**src/rtl/sctl_pkg.sv**
```systemverilog
package sctl_pkg;

   typedef enum logic [1:0] {
      PH_CMD = 2'd0,
      PH_WR  = 2'd1,
      PH_RD  = 2'd2
   } phase_t;

   function automatic int imax(input int a, input int b);
      return (a > b) ? a : b;
   endfunction

endpackage

```
**src/rtl/sctl_sync.sv**
```systemverilog
module sctl_sync #(
   parameter int          W       = 1,
   parameter int          STAGES  = 2,
   parameter logic [W-1:0] RST_VAL = '0
) (
   input  logic         clk,
   input  logic         rst_n,
   input  logic [W-1:0] d_in,
   output logic [W-1:0] q_out
);

   if (STAGES < 2) begin : g_bad_stages
      $error("sctl_sync: STAGES must be at least 2");
   end

   logic [W-1:0] stg [STAGES];

   for (genvar i = 0; i < STAGES; i++) begin : g_stage
      if (i == 0) begin : g_first
         always_ff @(posedge clk or negedge rst_n) begin
            if (!rst_n) stg[0] <= RST_VAL;
            else        stg[0] <= d_in;
         end
      end else begin : g_next
         always_ff @(posedge clk or negedge rst_n) begin
            if (!rst_n) stg[i] <= RST_VAL;
            else        stg[i] <= stg[i-1];
         end
      end
   end

   assign q_out = stg[STAGES-1];

endmodule

```
**src/rtl/sctl_framer.sv**
```systemverilog
module sctl_framer
   import sctl_pkg::*;
#(
   parameter int ADDR_W = 6,
   parameter int DATA_W = 8
) (
   input  logic              clk,
   input  logic              rst_n,
   input  logic              sclk_s,
   input  logic              din_s,
   input  logic              halt,
   input  logic [DATA_W-1:0] rd_data,
   output logic [ADDR_W-1:0] acc_addr,
   output logic              wr_req,
   output logic [DATA_W-1:0] wr_data,
   output logic              dout,
   output logic              dout_en
);

   localparam int CMD_W = ADDR_W + 2;
   localparam int SH_W  = imax(CMD_W, DATA_W);
   localparam int CNT_W = $clog2(SH_W + 1);
   localparam logic [CNT_W-1:0] CMD_LAST = CNT_W'(CMD_W - 1);
   localparam logic [CNT_W-1:0] DAT_LAST = CNT_W'(DATA_W - 1);

   phase_t            ph;
   logic [CNT_W-1:0]  cnt;
   logic [SH_W-1:0]   sh;
   logic [SH_W-1:0]   nxt;
   logic [DATA_W-1:0] rd_sh;
   logic              primed;
   logic              sclk_q;
   logic              rise, fall, byte_done;
   logic [CNT_W-1:0]  last;

   assign rise      = sclk_s & ~sclk_q & ~halt;
   assign fall      = ~sclk_s & sclk_q & ~halt;
   assign nxt       = {sh[SH_W-2:0], din_s};
   assign last      = (ph == PH_CMD) ? CMD_LAST : DAT_LAST;
   assign byte_done = rise && (cnt == last);
   assign wr_req    = byte_done && (ph == PH_WR);
   assign wr_data   = nxt[DATA_W-1:0];
   assign dout_en   = (ph == PH_RD);

   always_ff @(posedge clk or negedge rst_n) begin
      if (!rst_n) begin
         ph       <= PH_CMD;
         cnt      <= '0;
         sh       <= '0;
         rd_sh    <= '0;
         primed   <= 1'b0;
         sclk_q   <= 1'b0;
         acc_addr <= '0;
         dout     <= 1'b0;
      end else begin
         sclk_q <= sclk_s;
         if (halt) begin
            ph     <= PH_CMD;
            cnt    <= '0;
            primed <= 1'b0;
            dout   <= 1'b0;
         end else if (rise) begin
            sh <= nxt;
            if (cnt == last) begin
               cnt <= '0;
               unique case (ph)
                  PH_CMD: begin
                     if (nxt[CMD_W-2]) begin
                        acc_addr <= nxt[ADDR_W-1:0];
                        ph       <= nxt[CMD_W-1] ? PH_RD : PH_WR;
                        primed   <= 1'b0;
                     end
                  end
                  PH_WR:   ph <= PH_CMD;
                  PH_RD:   ph <= PH_CMD;
                  default: ph <= PH_CMD;
               endcase
            end else begin
               cnt <= cnt + 1'b1;
            end
         end else if (fall && ph == PH_RD) begin
            if (!primed) begin
               dout   <= rd_data[DATA_W-1];
               rd_sh  <= rd_data << 1;
               primed <= 1'b1;
            end else begin
               dout  <= rd_sh[DATA_W-1];
               rd_sh <= rd_sh << 1;
            end
         end
      end
   end

   // a raised chip select or disabled port returns framing to a fresh command
   a_r8_abort_clears: assert property (@(posedge clk) disable iff (!rst_n)
      halt |=> (ph == PH_CMD && cnt == '0));

   // the enable only rises on a captured serial clock rising edge
   a_r5_oe_rise_on_edge: assert property (@(posedge clk) disable iff (!rst_n)
      $rose(dout_en) |-> $past(rise));

   // the enable only falls at a data byte end or on an abort
   a_r5_oe_fall_cause: assert property (@(posedge clk) disable iff (!rst_n)
      $fell(dout_en) |-> ($past(halt) || $past(byte_done)));

   // a synchronization byte leaves framing at the command stage
   a_r6_sync_stays_cmd: assert property (@(posedge clk) disable iff (!rst_n)
      (byte_done && ph == PH_CMD && !nxt[CMD_W-2]) |=> (ph == PH_CMD && !dout_en));

endmodule

```
**src/rtl/sctl_regbank.sv**
```systemverilog
module sctl_regbank #(
   parameter int NUM_REGS = 41,
   parameter int ADDR_W   = 6,
   parameter int DATA_W   = 8
) (
   input  logic                       clk,
   input  logic                       rst_n,
   input  logic                       wr_req,
   input  logic [ADDR_W-1:0]          addr,
   input  logic [DATA_W-1:0]          wr_data,
   output logic [DATA_W-1:0]          rd_data,
   output logic [NUM_REGS*DATA_W-1:0] cfg_flat
);

   localparam logic [ADDR_W:0] LIMIT = (ADDR_W + 1)'(NUM_REGS);

   logic [DATA_W-1:0] regs [NUM_REGS];
   logic              in_range;

   for (genvar r = 0; r < NUM_REGS; r++) begin : g_reg
      always_ff @(posedge clk or negedge rst_n) begin
         if (!rst_n)
            regs[r] <= '0;
         else if (wr_req && addr == ADDR_W'(r))
            regs[r] <= wr_data;
      end
      assign cfg_flat[r*DATA_W +: DATA_W] = regs[r];
   end

   if (NUM_REGS == (1 << ADDR_W)) begin : g_full_map
      assign in_range = 1'b1;
      assign rd_data  = regs[addr];
   end else begin : g_part_map
      assign in_range = ({1'b0, addr} < LIMIT);
      assign rd_data  = in_range ? regs[addr] : '0;
   end

   // a write with a valid address lands in the addressed register
   a_r3_write_lands: assert property (@(posedge clk) disable iff (!rst_n)
      (wr_req && in_range) |=> cfg_flat[$past(addr)*DATA_W +: DATA_W] == $past(wr_data));

   // a write beyond the bank leaves every register as it was
   a_r7_oob_write_ignored: assert property (@(posedge clk) disable iff (!rst_n)
      (wr_req && !in_range) |=> $stable(cfg_flat));

endmodule

```
**src/rtl/sctl_port.sv**
```systemverilog
module sctl_port #(
   parameter int NUM_REGS    = 41,
   parameter int ADDR_W      = 6,
   parameter int DATA_W      = 8,
   parameter int SYNC_STAGES = 2
) (
   input  logic                       clk,
   input  logic                       rst_n,
   input  logic                       mode0,
   input  logic                       mode1,
   input  logic                       ser_clk,
   input  logic                       ser_csn,
   input  logic                       ser_din,
   output logic                       ser_dout,
   output logic                       ser_dout_en,
   output logic [NUM_REGS*DATA_W-1:0] cfg_flat
);

   if (NUM_REGS < 1 || NUM_REGS > (1 << ADDR_W)) begin : g_bad_regs
      $error("sctl_port: NUM_REGS must fit the address field");
   end
   if (DATA_W < 2 || ADDR_W < 1) begin : g_bad_widths
      $error("sctl_port: DATA_W must be >= 2 and ADDR_W >= 1");
   end

   localparam int PIN_W = 5;

   logic [PIN_W-1:0]  pins_s;
   logic              sclk_s, csn_s, din_s, port_on, halt;
   logic [ADDR_W-1:0] acc_addr;
   logic              wr_req;
   logic [DATA_W-1:0] wr_data, rd_data;

   sctl_sync #(
      .W       (PIN_W),
      .STAGES  (SYNC_STAGES),
      .RST_VAL (5'b00100)
   ) u_sync (
      .clk   (clk),
      .rst_n (rst_n),
      .d_in  ({mode1, mode0, ser_csn, ser_clk, ser_din}),
      .q_out (pins_s)
   );

   assign din_s   = pins_s[0];
   assign sclk_s  = pins_s[1];
   assign csn_s   = pins_s[2];
   assign port_on = ~pins_s[3] & pins_s[4];
   assign halt    = csn_s | ~port_on;

   sctl_framer #(
      .ADDR_W (ADDR_W),
      .DATA_W (DATA_W)
   ) u_framer (
      .clk      (clk),
      .rst_n    (rst_n),
      .sclk_s   (sclk_s),
      .din_s    (din_s),
      .halt     (halt),
      .rd_data  (rd_data),
      .acc_addr (acc_addr),
      .wr_req   (wr_req),
      .wr_data  (wr_data),
      .dout     (ser_dout),
      .dout_en  (ser_dout_en)
   );

   sctl_regbank #(
      .NUM_REGS (NUM_REGS),
      .ADDR_W   (ADDR_W),
      .DATA_W   (DATA_W)
   ) u_bank (
      .clk      (clk),
      .rst_n    (rst_n),
      .wr_req   (wr_req),
      .addr     (acc_addr),
      .wr_data  (wr_data),
      .rd_data  (rd_data),
      .cfg_flat (cfg_flat)
   );

   // a disabled port drops the output enable on the next cycle
   a_r9_off_quiet: assert property (@(posedge clk) disable iff (!rst_n)
      !port_on |=> !ser_dout_en);

   // while read data is returned the bank does not change
   a_r4_read_no_change: assert property (@(posedge clk) disable iff (!rst_n)
      ser_dout_en |=> $stable(cfg_flat));

   // the enable is never raised without an active chip select
   a_r1_oe_needs_select: assert property (@(posedge clk) disable iff (!rst_n)
      ser_dout_en |-> $past(!halt));

endmodule

```
**config.mk**
```make
export PLATFORM = sky130hd
export DESIGN_NAME = sctl_port
export DESIGN_NICKNAME = d
export VERILOG_FILES = /design/src/rtl/sctl_pkg.sv /design/src/rtl/sctl_sync.sv /design/src/rtl/sctl_framer.sv /design/src/rtl/sctl_regbank.sv /design/src/rtl/sctl_port.sv
export SDC_FILE = /design/constraint.sdc
export NUM_CORES = 1
export LEC_CHECK = 0
export BUFFER_PORTS_ARGS = -buffer_cell sky130_fd_sc_hd__buf_2
export CORE_ASPECT_RATIO = 0.8
export CORE_UTILIZATION = 34
export DETAILED_ROUTE_END_ITERATION = 6
export PLACE_DENSITY = 0.59
export SYNTH_ARGS = -nofsm -noshare
export SYNTH_HDL_FRONTEND = slang
export SYNTH_SLANG_ARGS = --single-unit
```
**constraint.sdc**
```tcl
create_clock -name clk -period 5.8 [get_ports clk]
set_input_delay 1.16 -clock clk [delete_from_list [all_inputs] [get_ports clk]]
set_output_delay 1.16 -clock clk [all_outputs]
set_load 0.02 [all_outputs]
```
==> results.cfg, run 1 <==
[floorplanning]
die_x_um = 251
io_pins = 337
core_area_um2 = 48600
chipHeight_um = 201
start_util_pct = 34.7
dieArea_um2 = 50400
row_count = 72

[synthesis]
ys.warnings.count = 0
syn-num-nets = 1137
synthFlopType = dfrtp_1
ys_seq_elements = 367
synth.most_common_cell = dfrtp_1
synth_edf_count = 0
synth_top_cell_by_area = dfrtp_1
yosys-top-cells-area = dfrtp_1, mux2_2, mux4_2, mux2_4, nand2_1
netlist_instances = 1129
ys_top_cells_by_count = dfrtp_1, mux2_2, mux4_2
synth_top_area_share_pct = 54.3
synth-seq-area-share_pct = 54.6
avgSynthCellArea_um2 = 14.9
syn-cell-area_um2 = 16800
async_flop_share_pct = 100
synth_cell_type_count = 62

[global_routing]
grt_max_degree = 108
antenna_found_initial = 1
grt_pass1_vias = 11561
gr-usage-all-layers_pct = 23.4
grt_pass1_wl_um = 85500
grt_overflow = 0

[cells_and_area]
num-nets-final = 1449
layout-drive-gt1-share_pct = 58.8
multi_input_comb_area_um2 = 7270
area_growth_pct = 21.6
regArea_um2 = 9190
fin_cells = 2102
nFillCells = 4541

[cts]
cts.clk_slew.worst_paths_ns = 0.06
cts_root_buf = clkbuf_16
post_cts_buffers = 0
numClockSinks = 367
clkLatencyLatePin_ns = 0.58
clock_tree.buffer_depth = 3
cts_resized = 0
numCtsBuffers = 41
cts_tree = built
h-tree-depth = 2
holdBufCountCts = 0

[setup_path]
worstPathArrival_ns = 4.21
r2r_cells = 4
slowest_delay_ns = 0.93
worst_setup_path_start_kind = flip-flop
worstSetupEndpointType = flip-flop
cp.required_ns = 6.25
crit_end = u_bank.cfg_flat[215]
critical_path_class = flip-flop to flip-flop
critPathLaunch = u_framer.acc_addr[4]
reg2reg_to = u_bank.cfg_flat[215]
critPathMaxFanout = 25
r2r_start = u_framer.acc_addr[4]
slowest_stage = dfrtp_1
reg2reg_slack_ns = 2.04
crit_chain = inv_1 > nor3_2 > nand4_1 > mux2_2

[timing]
drv_slew = 0
slew_headroom_pct = 32.7
fmax_mhz = 266
period_needed_ns = 3.76
rsz0062_at_grt = false
worst_pin_slew_ns = 1.00
fin_tns_setup_ns = 0
finalClockSkew_ns = 0.0186
hold_viol = 0
min_period_over_period_pct = 64.8
setup_viol = 0

[place]
place.gp.congestion = 0.850
port_buffers = 336
dp_cells = 2027
dpl.hpwl_um = 41000

[power_and_ir_drop]
power_density_nw_per_um2 = 261
ir_worst_vdd_mv = 0.173
leakagePower_uw = 0.0106

[routing]
routed_wl_um = 58900
drc = 0
viasPerCell = 5.47
ant_nets = 0
wl_per_cell_um = 28.0
dr.pass1.iters = 5
drt_iter0_markers = 884
num_vias = 11489

[run_status]
outcome = complete, no violations

[flow_run]
cap_violations = 0

[min_path]
hold_path.class = flip-flop to flip-flop
==> worst min path at each step <==
stage	start	to	slack, ns	cells after the start
floorplan	u_sync.stg[5]	u_sync.q_out[0]	0.33	0
global placement	u_sync.stg[5]	u_sync.q_out[0]	0.34	0
detailed placement	u_sync.stg[9]	u_sync.q_out[4]	0.33	0
CTS	u_sync.stg[5]	u_sync.q_out[0]	0.35	0
global route	u_sync.stg[7]	u_sync.q_out[2]	0.37	0
finish	u_sync.stg[5]	u_sync.q_out[0]	0.35	0
==> flip-flops by register name, summed over array words and instances, names as in the netlist <==
| signal | count |
|---|---|
| u_framer.dout | 1 |
| u_bank.cfg_flat | 328 |
| u_framer.primed | 1 |
| u_sync.stg | 5 |
| u_sync.q_out | 5 |
| u_framer.cnt | 4 |
| u_framer.acc_addr | 6 |
| u_framer.rd_sh | 7 |
| u_framer.ph | 2 |
| u_framer.sclk_q | 1 |
| u_framer.sh | 7 |
==> cells by family after synthesis <==
logic type | count (synthesis) | synth area share [%]
adders and majority gates | 1 | 0.0743
DFF | 367 | 54.6
muxes | 436 | 34.5
AOI/OAI and AO/OA | 64 | 2.73
and+or+nand+nor | 169 | 5.75
xor gates and xnor gates | 1 | 0.0520
buffers and inverters | 91 | 2.27
==> through the flow <==
stage	instance area, um2	total power [uW]	util, %	hold WS [ns]	setup WS (ns)
final	20500	5340	42.1	0.353	2.04
after global placement	19100	2810	39.4	0.335	2.13
after floorplan	16800	2690	-	0.331	3.51
after global routing	20500	5520	42.1	0.365	1.77
after detailed placement	19100	2810	39.4	0.335	2.14
after CTS	20500	5420	42.1	0.351	2.12
==> worst max-delay path, delay by kind of cell (launching register included) <==
family                 cells  cell delay [ns]
buffers and inverters      1             0.45
DFF                        1             0.93
muxes                      1             0.54
and+or+nand+nor            2             1.71
==> layer usage <==
layer	track usage (%)	vias to the layer above	part of all wire [%]
met5	0.952	-	0.059
met4	7.49	6	2.8
met3	6.74	96	7.3
met2	34.2	402	44
met1	33.3	6145	46
li1	-	4840	-
==> placed cells by master, fill, tap and decap left out, types with 3 or more instances in the layout <==
cell,netlist,final
a21oi_1,10,10
a221oi_1,6,6
a22oi_1,5,5
a311oi_1,5,5
a31oi_1,6,6
and2_1,8,8
and3_1,3,3
and4_1,3,3
buf_12,0,3
buf_2,18,335
buf_4,5,16
clkbuf_1,56,11
clkbuf_16,0,42
clkbuf_8,0,11
clkinv_2,0,4
dfrtp_1,365,363
diode_2,0,3
inv_1,5,5
mux2_2,335,335
mux2_4,16,16
mux2i_1,9,9
mux4_2,76,76
nand2_1,64,64
nand2b_1,6,6
nand3_1,5,5
nand4_1,5,5
nor2_1,22,22
nor2b_1,8,8
nor3_1,14,14
nor3_4,4,4
nor4_1,3,3
o211ai_1,7,7
o21ai_0,3,3
o22a_1,6,6
o22ai_1,7,7
or3_1,4,4
==> power breakdown <==
part / internal, uW / total (uW) / switching [uW]
Sequential: 2570 / 2590 / 16.7
Clock: 1480 / 2590 / 1110
Combinational: 23.6 / 170 / 146
==> final cells by class <==
cell class / count / area share (%)
Tap cell: 629 / 3.85
Clock buffer: 64 / 6.08
Timing Repair Buffer: 355 / 9.15
Sequential cell: 367 / 44.9
Inverter: 5 / 0.0917
Multi-Input combinational cell: 671 / 35.5
Antenna cell: 3 / 0.0367
Clock inverter: 8 / 0.348
No activity file was read; power rests on OpenSTA's default activity.
==> run 2: changes to the inputs <==
Clock period 5.8 ns to 3.5 ns, I/O delays scaled along.
==> run 2 against run 1 <==
Global-route usage shrank 0.18 points. Die area is the same. Critical endpoint is now u_bank.cfg_flat[44]. Total power grew 72%. Flip-flop and latch count is the same. Critical path type unchanged. Register-to-register slack lost 1.4 ns. Highest routed layer is now met4. Worst hold slack lost 0.17 ns. Fmax grew 31%. Final cell count grew 0.76%.
==> results.cfg, run 2 (synthesis gave the netlist of run 1 again) <==
[run_status]
outcome = complete, no violations

[setup_path]
worstSetupEndpointType = flip-flop
reg2reg_slack_ns = 0.64
worst_setup_path_start_kind = flip-flop
r2r_cells = 4
cp.required_ns = 3.95
critical_path_class = flip-flop to flip-flop
r2r_start = u_framer.acc_addr[0]
critPathLaunch = u_framer.acc_addr[0]
reg2reg_to = u_bank.cfg_flat[44]
crit_end = u_bank.cfg_flat[44]
critPathMaxFanout = 31
worstPathArrival_ns = 3.31

[routing]
viasPerCell = 5.41
drt_iter0_markers = 771
routed_wl_um = 58300
num_vias = 11457
drc = 0
ant_nets = 0
wl_per_cell_um = 27.5
dr.pass1.iters = 7

[cts]
clkLatencyLatePin_ns = 0.56
h-tree-depth = 2
cts.clk_slew.worst_paths_ns = 0.06
post_cts_buffers = 0
numClockSinks = 367
cts_resized = 0
numCtsBuffers = 42
cts_root_buf = clkbuf_16
clock_tree.buffer_depth = 3
holdBufCountCts = 0
cts_tree = built

[floorplanning]
chipHeight_um = 201
core_area_um2 = 48600
start_util_pct = 34.7
dieArea_um2 = 50400
die_x_um = 251
row_count = 72
io_pins = 337

[place]
dpl_cell_area_um2 = 19300
dpl.hpwl_um = 41100
place.gp.congestion = 0.888
dp_cells = 2044
port_buffers = 336

[cells_and_area]
area_growth_pct = 23.3
finalInstanceArea_um2 = 20800
layout_common_cells = dfrtp_1, mux2_2, buf_2, mux4_2, nand2_1
fin_cells = 2118
antenna-diode-count = 0
nFillCells = 4480
num-nets-final = 1467
largest_register_ffs = 328
layout-drive-gt1-share_pct = 59.4
final_util_pct = 42.7
mostFrequentLayoutCell = dfrtp_1

[min_path]
hold_path.class = input pin to async pin

[power_and_ir_drop]
power_density_nw_per_um2 = 443
comb_power_share_pct = 2.5
leakagePower_uw = 0.0108
ir_worst_vdd_mv = 0.306
clkPwrFrac_pct = 50.3
power.internal_uw = 7130
total_power_uw = 9190
netSwitchingFraction_pct = 22.4
power_frac_seq_pct = 47.2
switching_power_uw = 2060

[timing]
min_period_over_period_pct = 81.8
rsz0062_at_grt = false
setup_viol = 0
hold_viol = 0
drv_slew = 0
period_needed_ns = 2.86
finalClockSkew_ns = 0.0156
worst_pin_slew_ns = 1.32
fmax_mhz = 349
slew_headroom_pct = 12.2
fin_tns_setup_ns = 0

[flow_run]
cap_violations = 0

[global_routing]
gr-usage-all-layers_pct = 23.2
grt_pass1_wl_um = 84900
grt_pass1_vias = 11805
antenna_found_initial = 1
grt_overflow = 0
grt_max_degree = 94
==> run 2: cell types whose count changed in the layout (fill, tap and decap cells not counted), sizes merged <==
cell	before	now
clkinv	5	4
clkinvlp	2	1
bufinv	0	4
diode	3	0
buf	355	372
==> run 2: metal layers <==
metal / vias up / part of all wire (%) / global-route usage, % / routed length [um]
met3: 81 / 7.3 / 6.26 / 4280
met4: 0 / 2.7 / 7.03 / 1560
met2: 387 / 45 / 34.9 / 26400
met1: 6109 / 45 / 32.7 / 26100
li1: 4880 / - / - / -
met5: - / 0 / 0 / 0
==> run 2: how the worst min path moves through the flow <==
stage                               end  slack [ns]  cells after the start
global route        u_bank.cfg_flat[65]        0.23                      1
finish              u_bank.cfg_flat[49]        0.18                      1
CTS                 u_bank.cfg_flat[49]        0.19                      1
detailed placement      u_sync.q_out[1]        0.35                      0
floorplan               u_sync.q_out[0]        0.33                      0
global placement        u_sync.q_out[0]        0.33                      0
==> run 2: area by class of cell <==
type                    count  area [um2]  share of cell area [%]
well taps                 629         787                    3.79
clock buffers              64        1290                    6.20
multi-input cells         671        7260                    35.0
clock inverters            10         156                   0.753
repair buffers            372        2050                    9.87
inverters                   5        18.8                  0.0904
flip-flops and latches    367        9200                    44.3
==> run 2: through the flow <==
| stage | setup slack, ns | hold slack, ns |
|---|---|---|
| floorplan | 1.21 | 0.331 |
| global placement | 0.620 | 0.335 |
| detailed placement | 0.674 | 0.348 |
| CTS | 0.647 | 0.191 |
| global route | 0.552 | 0.227 |
| finish | 0.638 | 0.178 |
==> run 2: worst max-delay path, cell delays in order (launching register included) <==
cell     delay, ns
dfrtp_4       0.82
nand2_2       0.30
nor3_1        0.57
and2_1        0.64
mux2_2        0.41
==> run 2: power groups by stage <==
stage	registers (uW)	logic [uW]	clock network [uW]
floorplan	4350	96.9	0
global placement	4420	244	0
detailed placement	4420	245	0
CTS	4340	246	4730
global route	4340	262	4900
finish	4340	234	4620
